===== config.mk =====
export PLATFORM = sky130hd
export DESIGN_NAME = burst_offset_rewriter
export DESIGN_NICKNAME = d
export VERILOG_FILES = /design/src/rtl/bor_pkg.sv /design/src/rtl/bor_skew_table.sv /design/src/rtl/bor_stamp_stage.sv /design/src/rtl/bor_hold_stage.sv /design/src/rtl/burst_offset_rewriter.sv
export SDC_FILE = /design/constraint.sdc
export NUM_CORES = 1
export LEC_CHECK = 0
export BUFFER_PORTS_ARGS = -buffer_cell sky130_fd_sc_hd__buf_2
export CAP_MARGIN = 25
export CORE_MARGIN = 2
export CORE_UTILIZATION = 35
export DETAILED_ROUTE_END_ITERATION = 6
export GPL_TIMING_DRIVEN = 0
export PLACE_DENSITY_LB_ADDON = 0.25
export SYNTH_ARGS = -nofsm -noshare
export SYNTH_HDL_FRONTEND = slang
export SYNTH_SLANG_ARGS = --single-unit
export TNS_END_PERCENT = 100

===== constraint.sdc =====
create_clock -name clk -period 5.2 [get_ports clk]
set_clock_uncertainty 0.05 [all_clocks]
set_input_delay 0.78 -clock clk [delete_from_list [all_inputs] [get_ports clk]]
set_output_delay 0.78 -clock clk [all_outputs]
set_load 0.05 [all_outputs]

===== src/rtl/bor_pkg.sv =====
`timescale 1ns/1ps
package bor_pkg;

    // widths shared by every stage of the rewriter
    localparam int TIME_W = 16;              // time counter, offsets, delays
    localparam int SKEW_W = 12;              // signed skew correction
    localparam int CHAN_W = 4;               // data channel number
    localparam int NCHAN  = 1 << CHAN_W;     // skew table entries
    localparam int CALC_W = TIME_W + 3;      // signed headroom for sums of four terms

    // record kept for the one header in flight
    typedef struct packed {
        logic                     full;
        logic [TIME_W-1:0]        stamp;
        logic signed [CALC_W-1:0] base;      // offset with every additive term folded in
        logic [CHAN_W-1:0]        out_chan;
    } held_t;

    // standing of the held header in the current cycle
    typedef enum logic [1:0] {
        HOLD_EMPTY,
        HOLD_WAIT,
        HOLD_READY,
        HOLD_LATE
    } hold_state_e;

endpackage


===== src/rtl/bor_skew_table.sv =====
`timescale 1ns/1ps
module bor_skew_table
    import bor_pkg::*;
(
    input  logic                     clk,
    input  logic                     rst_n,
    input  logic                     wr_en,
    input  logic [CHAN_W-1:0]        wr_chan,
    input  logic signed [SKEW_W-1:0] wr_skew,
    input  logic [CHAN_W-1:0]        rd_chan,
    output logic signed [SKEW_W-1:0] rd_skew
);

    logic signed [SKEW_W-1:0] skew_q [NCHAN];
    logic signed [SKEW_W-1:0] skew_d [NCHAN];

    // one comparator per entry decides whether that entry takes the write
    for (genvar g = 0; g < NCHAN; g++) begin : g_entry
        always_comb begin
            skew_d[g] = skew_q[g];
            if (wr_en && (wr_chan == CHAN_W'(g))) begin
                skew_d[g] = wr_skew;
            end
        end

        always_ff @(posedge clk or negedge rst_n) begin
            if (!rst_n) begin
                skew_q[g] <= '0;
            end else begin
                skew_q[g] <= skew_d[g];
            end
        end
    end

    assign rd_skew = skew_q[rd_chan];

    // a write is visible in its entry after the edge
    p_write_lands_r4: assert property (@(posedge clk) disable iff (!rst_n)
        wr_en |=> (skew_q[$past(wr_chan)] == $past(wr_skew)));

endmodule


===== src/rtl/bor_stamp_stage.sv =====
`timescale 1ns/1ps
module bor_stamp_stage
    import bor_pkg::*;
#(
    parameter int FIXED_DELAY = 200
) (
    input  logic [TIME_W-1:0]        offset_in,
    input  logic [TIME_W-1:0]        qdelay_in,
    input  logic                     buffered_in,
    input  logic [CHAN_W-1:0]        out_chan_in,
    input  logic signed [SKEW_W-1:0] skew_in,
    input  logic [TIME_W-1:0]        now_time,
    output held_t                    rec_out
);

    localparam int PAD_T = CALC_W - TIME_W;
    localparam int PAD_S = CALC_W - SKEW_W;
    localparam logic signed [CALC_W-1:0] FIXED_C = CALC_W'(FIXED_DELAY);

    logic signed [CALC_W-1:0] off_ext;
    logic signed [CALC_W-1:0] skew_ext;
    logic signed [CALC_W-1:0] queue_ext;

    always_comb begin
        off_ext   = $signed({{PAD_T{1'b0}}, offset_in});
        skew_ext  = $signed({{PAD_S{skew_in[SKEW_W-1]}}, skew_in});
        queue_ext = buffered_in ? $signed({{PAD_T{1'b0}}, qdelay_in}) : '0;

        rec_out          = '0;
        rec_out.full     = 1'b1;
        rec_out.stamp    = now_time;
        rec_out.base     = off_ext + skew_ext + FIXED_C + queue_ext;
        rec_out.out_chan = out_chan_in;
    end

endmodule


===== src/rtl/bor_hold_stage.sv =====
`timescale 1ns/1ps
module bor_hold_stage
    import bor_pkg::*;
#(
    parameter int MAX_OFFSET = 1000
) (
    input  logic                clk,
    input  logic                rst_n,
    input  logic                in_valid,
    output logic                in_ready,
    input  held_t               rec_in,
    input  logic [TIME_W-1:0]   now_time,
    output logic                out_valid,
    input  logic                out_ready,
    output logic [TIME_W-1:0]   out_offset,
    output logic [CHAN_W-1:0]   out_chan,
    output logic                late
);

    localparam int PAD_T = CALC_W - TIME_W;
    localparam logic signed [CALC_W-1:0] MAX_C = CALC_W'(MAX_OFFSET);

    held_t                    hold_q, hold_d;
    hold_state_e              state;
    logic [TIME_W-1:0]        elapsed;
    logic signed [CALC_W-1:0] cur;

    always_comb begin
        // internal delay wraps with the time counter
        elapsed = now_time - hold_q.stamp;
        cur     = hold_q.base - $signed({{PAD_T{1'b0}}, elapsed});

        if (!hold_q.full) begin
            state = HOLD_EMPTY;
        end else if (cur < 0) begin
            state = HOLD_LATE;
        end else if (cur > MAX_C) begin
            state = HOLD_WAIT;
        end else begin
            state = HOLD_READY;
        end

        in_ready   = (state == HOLD_EMPTY);
        out_valid  = (state == HOLD_READY);
        late       = (state == HOLD_LATE);
        out_offset = cur[TIME_W-1:0];
        out_chan   = hold_q.out_chan;

        hold_d = hold_q;
        unique case (state)
            HOLD_EMPTY: if (in_valid) hold_d = rec_in;
            HOLD_LATE:  hold_d.full = 1'b0;
            HOLD_READY: if (out_ready) hold_d.full = 1'b0;
            HOLD_WAIT:  hold_d = hold_q;
            default:    hold_d = hold_q;
        endcase
    end

    always_ff @(posedge clk or negedge rst_n) begin
        if (!rst_n) begin
            hold_q <= '0;
        end else begin
            hold_q <= hold_d;
        end
    end

    // an offered offset never exceeds the limit
    p_bound_r5: assert property (@(posedge clk) disable iff (!rst_n)
        out_valid |-> (int'(out_offset) <= MAX_OFFSET));

    // a late header frees the slot at the next edge
    p_late_frees_r6: assert property (@(posedge clk) disable iff (!rst_n)
        late |=> in_ready);

    // an accepted header blocks the input in the following cycle
    p_accept_blocks_r8: assert property (@(posedge clk) disable iff (!rst_n)
        (in_valid && in_ready) |=> !in_ready);

    // a stalled header stays, with the same channel
    p_stall_keeps_r8: assert property (@(posedge clk) disable iff (!rst_n)
        (out_valid && !out_ready) |=> (!in_ready && $stable(out_chan)));

    // one unit of time costs one unit of offset while held
    p_decay_r1: assert property (@(posedge clk) disable iff (!rst_n)
        ($past(out_valid && !out_ready) && out_valid &&
         (now_time == $past(now_time) + 16'd1))
        |-> (out_offset == $past(out_offset) - 16'd1));

endmodule


===== src/rtl/burst_offset_rewriter.sv =====
`timescale 1ns/1ps
module burst_offset_rewriter
    import bor_pkg::*;
#(
    parameter int FIXED_DELAY = 200,
    parameter int MAX_OFFSET  = 1000
) (
    input  logic              clk,
    input  logic              rst_n,
    input  logic              hdr_in_valid,
    output logic              hdr_in_ready,
    input  logic [15:0]       hdr_in_offset,
    input  logic [3:0]        hdr_in_chan,
    input  logic [3:0]        hdr_in_out_chan,
    input  logic [15:0]       hdr_in_qdelay,
    input  logic              hdr_in_buffered,
    input  logic [15:0]       now_time,
    input  logic              cfg_we,
    input  logic [3:0]        cfg_chan,
    input  logic [11:0]       cfg_skew,
    output logic              hdr_out_valid,
    input  logic              hdr_out_ready,
    output logic [15:0]       hdr_out_offset,
    output logic [3:0]        hdr_out_chan,
    output logic              late_drop
);

    logic signed [SKEW_W-1:0] skew_rd;
    held_t                    rec;

    bor_skew_table i_skew (
        .clk     (clk),
        .rst_n   (rst_n),
        .wr_en   (cfg_we),
        .wr_chan (cfg_chan),
        .wr_skew ($signed(cfg_skew)),
        .rd_chan (hdr_in_chan),
        .rd_skew (skew_rd)
    );

    bor_stamp_stage #(
        .FIXED_DELAY (FIXED_DELAY)
    ) i_stamp (
        .offset_in   (hdr_in_offset),
        .qdelay_in   (hdr_in_qdelay),
        .buffered_in (hdr_in_buffered),
        .out_chan_in (hdr_in_out_chan),
        .skew_in     (skew_rd),
        .now_time    (now_time),
        .rec_out     (rec)
    );

    bor_hold_stage #(
        .MAX_OFFSET (MAX_OFFSET)
    ) i_hold (
        .clk        (clk),
        .rst_n      (rst_n),
        .in_valid   (hdr_in_valid),
        .in_ready   (hdr_in_ready),
        .rec_in     (rec),
        .now_time   (now_time),
        .out_valid  (hdr_out_valid),
        .out_ready  (hdr_out_ready),
        .out_offset (hdr_out_offset),
        .out_chan   (hdr_out_chan),
        .late       (late_drop)
    );

    // a late header is never offered in the same cycle
    p_late_excl_r6: assert property (@(posedge clk) disable iff (!rst_n)
        late_drop |-> !hdr_out_valid);

endmodule


## After elaboration in Yosys (flattened, before gate mapping)

Cells that the tools add are included.
Widths: inputs -> output; s select.

- Equal/unequal tests: 20
- Muxes and demuxes: 10
- Add/sub/neg operators: 5
- Reductions and logical operators: 20
- Magnitude comparators: 3
- Bitwise gates (word level): 2

Operator list:

| kind | count |
|---|---|
| $bmux 12 s4 | 1 |
| $mux 40 | 1 |
| $eq 4x4->1 const B | 8 |
| $mux 12 | 2 |
| $add 19x19->19 | 1 |
| $add 19x9->19 const B | 1 |
| $gt 19x11->1 const B | 1 |
| $lt 19x1->1 const B | 1 |
| $sub 19x17->19 | 1 |
| $add 17x12->18 | 1 |
| $eq 4x3->1 const B | 4 |
| $logic_and 1x1->1 | 16 |
| $mux 16 | 1 |
| $sub 16x16->16 | 1 |
| $eq 4x2->1 const B | 2 |
| $mux 2 | 3 |
| $ge 5x5->1 const B | 1 |
| $not 4->5 | 1 |
| $eq 2x2->1 const B | 2 |
| $eq 4x1->1 const B | 1 |
| $logic_not 4->1 | 1 |
| $pmux 1 s3 | 1 |
| $reduce_and 3->1 | 1 |
| $eq 2x1->1 const B | 1 |
| other kinds (6) | 6 |

- Register bits after elaboration: 232
- Input port bits: 78
- Output and inout bits: 23
- Word-level logic and storage cells: 80

## Depth between registers and ports, before layout

- Word-level depth: 9
- Mapped depth: 22
- Gate-level depth less buffers: 21

## Hierarchy

From an unflattened synthesis, not the netlist that was laid out.

- Cell total of the unflattened synthesis: 1139
- Area total of the unflattened synthesis: 13710.6 um^2

Modules (own cells, without submodules):

| module | cells an instance | sequential area each (um^2) | times used | area each (um^2) |
|---|---|---|---|---|
| bor_skew_table | 538 | 4804.6 | 1 | 8620.8 |
| bor_hold_stage | 370 | 1001.0 | 1 | 3300.7 |
| bor_stamp_stage | 231 | 0.0 | 1 | 1789.2 |

## Worst setup path after synthesis

OpenSTA, ideal clock, no wires.

- Kind: in2out
- Start: in now_time[0]
- End: out hdr_out_valid
- Required time: 4.370 ns
- Stages: 19
- Path buffers: 0
- Data arrival time: 5.984 ns
- Slack: -1.614 ns
- Path through: inv_1 > ha_1 > inv_1 > fa_1 > a21o_1 > a21oi_1 > nor2b_1 > o21a_1 > o311a_1 > nor3_1 > o21a_1 > xor2_1 > ha_1 > nand2b_1 > nor3_1 > a2111oi_0 > o311ai_0 > a2111o_1 > nor4b_2

- Longest elaborated chain between the ends: 7
- Elaborated cells between the ends (all ways): 8
- Classes of those cells: 2 x add/sub; 2 x order compare; 1 x eq/ne; 3 x mux

Ends and longest elaborated chain:

| element | RTL line | source |
|---|---|---|
| start: declaration | burst_offset_rewriter.sv:17 | `input logic [15:0] now_time,` |
| $sub 16x16->16 (*) | bor_hold_stage.sv:30 | `elapsed = now_time - hold_q.stamp;` |
| $sub 19x17->19 (*) | bor_hold_stage.sv:31 | `cur = hold_q.base - $signed({{PAD_T{1'b0}}, elapsed});` |
| named net hdr_out_offset[12] | burst_offset_rewriter.sv:23 | `output logic [15:0] hdr_out_offset,` |
| $gt 19x11->1 | bor_hold_stage.sv:37 | `end else if (cur > MAX_C) begin` |
| $mux 2 | bor_hold_stage.sv:37 |  |
| $mux 2 (*) | bor_hold_stage.sv:35 | `end else if (cur < 0) begin` |
| $mux 2 (*) | bor_hold_stage.sv:33 | `if (!hold_q.full) begin` |
| $eq 2x2->1 (*) | bor_hold_stage.sv:44 | `out_valid = (state == HOLD_READY);` |
| end: declaration | burst_offset_rewriter.sv:21 | `output logic hdr_out_valid,` |

Mark *: on every way through the listed nets, which the timed path passes. The rest lies on a longest branch.

## Worst setup path in the final report

- Start: reg i_hold.hold_q[23] (netlist name)
- End: out hdr_out_valid

- Longest elaborated chain between the ends: 7
- Elaborated cells between the ends (all ways): 8
- Classes of those cells: 2 x add/sub; 2 x order compare; 1 x eq/ne; 3 x mux

Ends and longest elaborated chain:

| element | RTL line | source |
|---|---|---|
| start: declaration | bor_hold_stage.sv:23 | `held_t hold_q, hold_d;` |
| start signal: assignment | bor_hold_stage.sv:63 | `hold_q <= hold_d;` |
| $sub 16x16->16 (*) | bor_hold_stage.sv:30 |  |
| $sub 19x17->19 (*) | bor_hold_stage.sv:31 |  |
| $gt 19x11->1 | bor_hold_stage.sv:37 |  |
| $mux 2 | bor_hold_stage.sv:37 |  |
| $mux 2 (*) | bor_hold_stage.sv:35 |  |
| $mux 2 (*) | bor_hold_stage.sv:33 |  |
| $eq 2x2->1 (*) | bor_hold_stage.sv:44 |  |

Mark *: on every way between the ends. The rest lies on a longest branch, timed or not.

==> metrics <==
status=complete, but fails checks; violated checks=setup timing; Placement Rows=71; predominant post-synthesis flop cell=dfrtp_1; clk slew on worst S/H paths=0.06 ns; DRC violations left=0; global route overflow=0; PortBufs=100; Hold Vio Cnt, Final=0; least setup slack across all paths after layout=-0.7079 ns; launching element type of the critical path=register; relative slew slack=30.78%; first-pass GRT wire length=55.77 mm; Placer Congestion=0.8173; antenna cell count=0; Worst Path Required=4.37 ns; Critical Setup Path Class=reg2out; Cells after Synth=1107; clock period minus final worst setup slack=5.908 ns; signal arrival time at the worst endpoint=5.08 ns; maximum number of pins on one net before global-route repair=110; share of flip-flops with an asynchronous set or reset after synthesis=100.0%; total number of vias=9389; DR iter-0 viols=458; CP Max Fanout=3; synth-to-layout area growth=23.81%; syn_nets=1269; number of flip-flops and latches in the synthesized netlist=232; hold slack final=0.3768 ns; path class of the lowest-slack min-delay path=in2reg; share of post-route cells with drive strength above 1=41.64%; maximum achievable frequency=169.3 MHz; total routing resource utilization after global routing=17.55%; top library cells by usage in the layout, fill and taps aside=dfrtp_1 (232), mux2_2 (194), buf_2 (91); setup repair after global routing missed its margin=true; remaining number of nets flagged by the antenna check after routing=0; H-tree level count=1; Maximum Capacitance Violations=0; initial antenna violation count=1; Post-Syn Area=0.01349 sq mm; final setup violation count=5; placeable core region=0.03784 sq mm; library cell used as clock root buffer=clkbuf_16; part of the Yosys area used for sequential elements=43.05%; Final Routed Wirelength=35.22 mm; vias in the first global route=9956; synthesized area per cell=12.18 sq um; Setup TNS Final=-1.290 ns; Die H=200.3 um; starting density of the core=35.64%; TritonCTS sink count=232; buffer depth of the longest clock path=3; most common cell after layout, fill and taps aside=dfrtp_1; TritonCTS clock tree=built; worst-skew pair later-pin latency=0.55 ns; post-DR vias/cell=5.173; count of flip-flops with a built-in enable after synthesis=0; yosys synthesis warning count=0; Tcrit/Tclk final=113.6%; DIE AREA=0.04012 sq mm; total count of max-transition violations in the final report=0; crit path capture type=output pin; placed wire-length estimate=24.75 mm; TritonCTS buffer count=26; iteration count of the initial detailed-routing pass=4; Distinct cells, synth=64; Die Wd=200.3 um; I/O pin count=101; slew at the pin with the worst max-slew slack=1.038 ns; mean routed wirelength per cell=19.41 um; total number of nets in the final design=1450
==> layer usage <==
layer / routed length, um / up-vias / GRT usage, % / share of wire, %
li1: - / 4429 / - / -
met1: 15780 / 4757 / 22.85 / 45
met2: 17430 / 153 / 31.14 / 49
met3: 1282 / 48 / 2.424 / 3.6
met4: 718 / 2 / 3.677 / 2.0
met5: 11 / - / 0 / 0.031
==> metrics by stage <==
step | setup slack [ns] | std cells | utilization, % | area [sq um]
finish | -0.7079 | 1815 | 44.12 | 16700
global route | -0.9006 | 1815 | 44.12 | 16700
CTS | -0.7628 | 1805 | 43.38 | 16420
detailed placement | -1.127 | 1722 | 39.54 | 14960
global placement | -1.106 | 1718 | 39.25 | 14860
floorplan | -0.6208 | 1107 | - | 13720
==> state kept, by name, summed over array words and instances, names as in the netlist <==
| name | flops |
|---|---|
| i_hold.out_chan | 4 |
| i_skew.skew_q | 192 |
| i_hold.hold_q | 36 |
==> critical path, stage by stage, from the launching register on <==
cell and delay [ns]:
dfrtp_1 0.38, ha_4 0.15, inv_2 0.03, fa_2 0.33, a21o_1 0.18, a21oi_2 0.14
nor2b_1 0.07, o21a_1 0.19, o311a_1 0.34, o21ai_1 0.15, or3b_4 0.39, xnor2_1 0.14
ha_2 0.34, nor3_1 0.05, nor2_1 0.19, o41ai_4 0.11, xor2_1 0.14, or3_1 0.31
a2111o_1 0.44, nor4b_4 0.25, buf_6 0.19
==> path summary, 6_finish.rpt <==
kind,from,to,slack [ns],cells past startpoint
max,i_hold.hold_q[23],hdr_out_valid,-0.71,20
min,hdr_in_out_chan[3],i_hold.out_chan[3],0.38,3
max reg2reg,i_skew.skew_q[48],i_hold.hold_q[22],0.19,20
min reg2reg,i_hold.hold_q[8],i_hold.hold_q[8],0.44,2
max in group asynchronous,rst_n,i_hold.out_chan[0],3.67,3
min in group asynchronous,rst_n,i_skew.skew_q[80],0.59,2
==> cell families (layout without fill, tap and decap cells) <==
logic type	count (synthesis)	count (layout)	share of synthesized area (%)
xor gates and xnor gates	53	53	3.442
adders and majority gates	84	84	8.016
and+or+nand+nor	210	210	7.413
muxes	254	254	26.12
AOI/OAI and AO/OA	179	179	9.110
DFF	232	232	43.05
buffers and inverters	95	292	2.848
==> cell usage after synthesis, drive strengths merged (4+ instances only) <==
library cell | number | area [sq um]
and2 | 15 | 93.84
or3 | 7 | 43.79
o21a | 9 | 67.56
a211oi | 14 | 115.1
o21bai | 10 | 75.07
fa | 4 | 80.08
nor2 | 38 | 142.6
inv | 41 | 153.9
nand3 | 10 | 50.05
nor3 | 11 | 60.06
a21oi | 38 | 190.2
mux4 | 59 | 1329
ha | 80 | 1001
buf | 14 | 80.08
nand2b | 13 | 83.83
a31oi | 6 | 52.55
xnor2 | 23 | 201.4
o211ai | 5 | 37.54
mux2 | 194 | 2185
nor2b | 5 | 31.28
and3 | 6 | 37.54
nand2 | 89 | 334.1
clkbuf | 40 | 150.1
o21ai | 48 | 247.7
a21o | 15 | 113.9
xor2 | 30 | 262.8
dfrtp | 232 | 5806
o31ai | 9 | 67.56
==> final cells by class <==
| cell class | count | area [sq um] |
|---|---|---|
| Inverter | 41 | 153.9 |
| Fill cell | 3523 | 21150 |
| Sequential cell | 232 | 5806 |
| Timing Repair Buffer | 154 | 1084 |
| Clock buffer | 38 | 765.7 |
| Clock inverter | 6 | 80.08 |
| Buffer | 53 | 386.6 |
| Tap cell | 511 | 639.4 |
| Multi-Input combinational cell | 780 | 7782 |
==> timing repair <==
item / in CTS / in global routing
hold buffers: 1 / 0
setup buffers: 39 / 11
cloned: 0 / 0
resized for setup: 69 / 40
endpoints found under the setup margin: 13 / 12
pin swaps: 32 / 47
hold endpoints to repair: 14 / 0
Power is left out: the tool's default activity adds up to more than one toggle a clock period on the data nets, which glitch-free logic cannot reach.
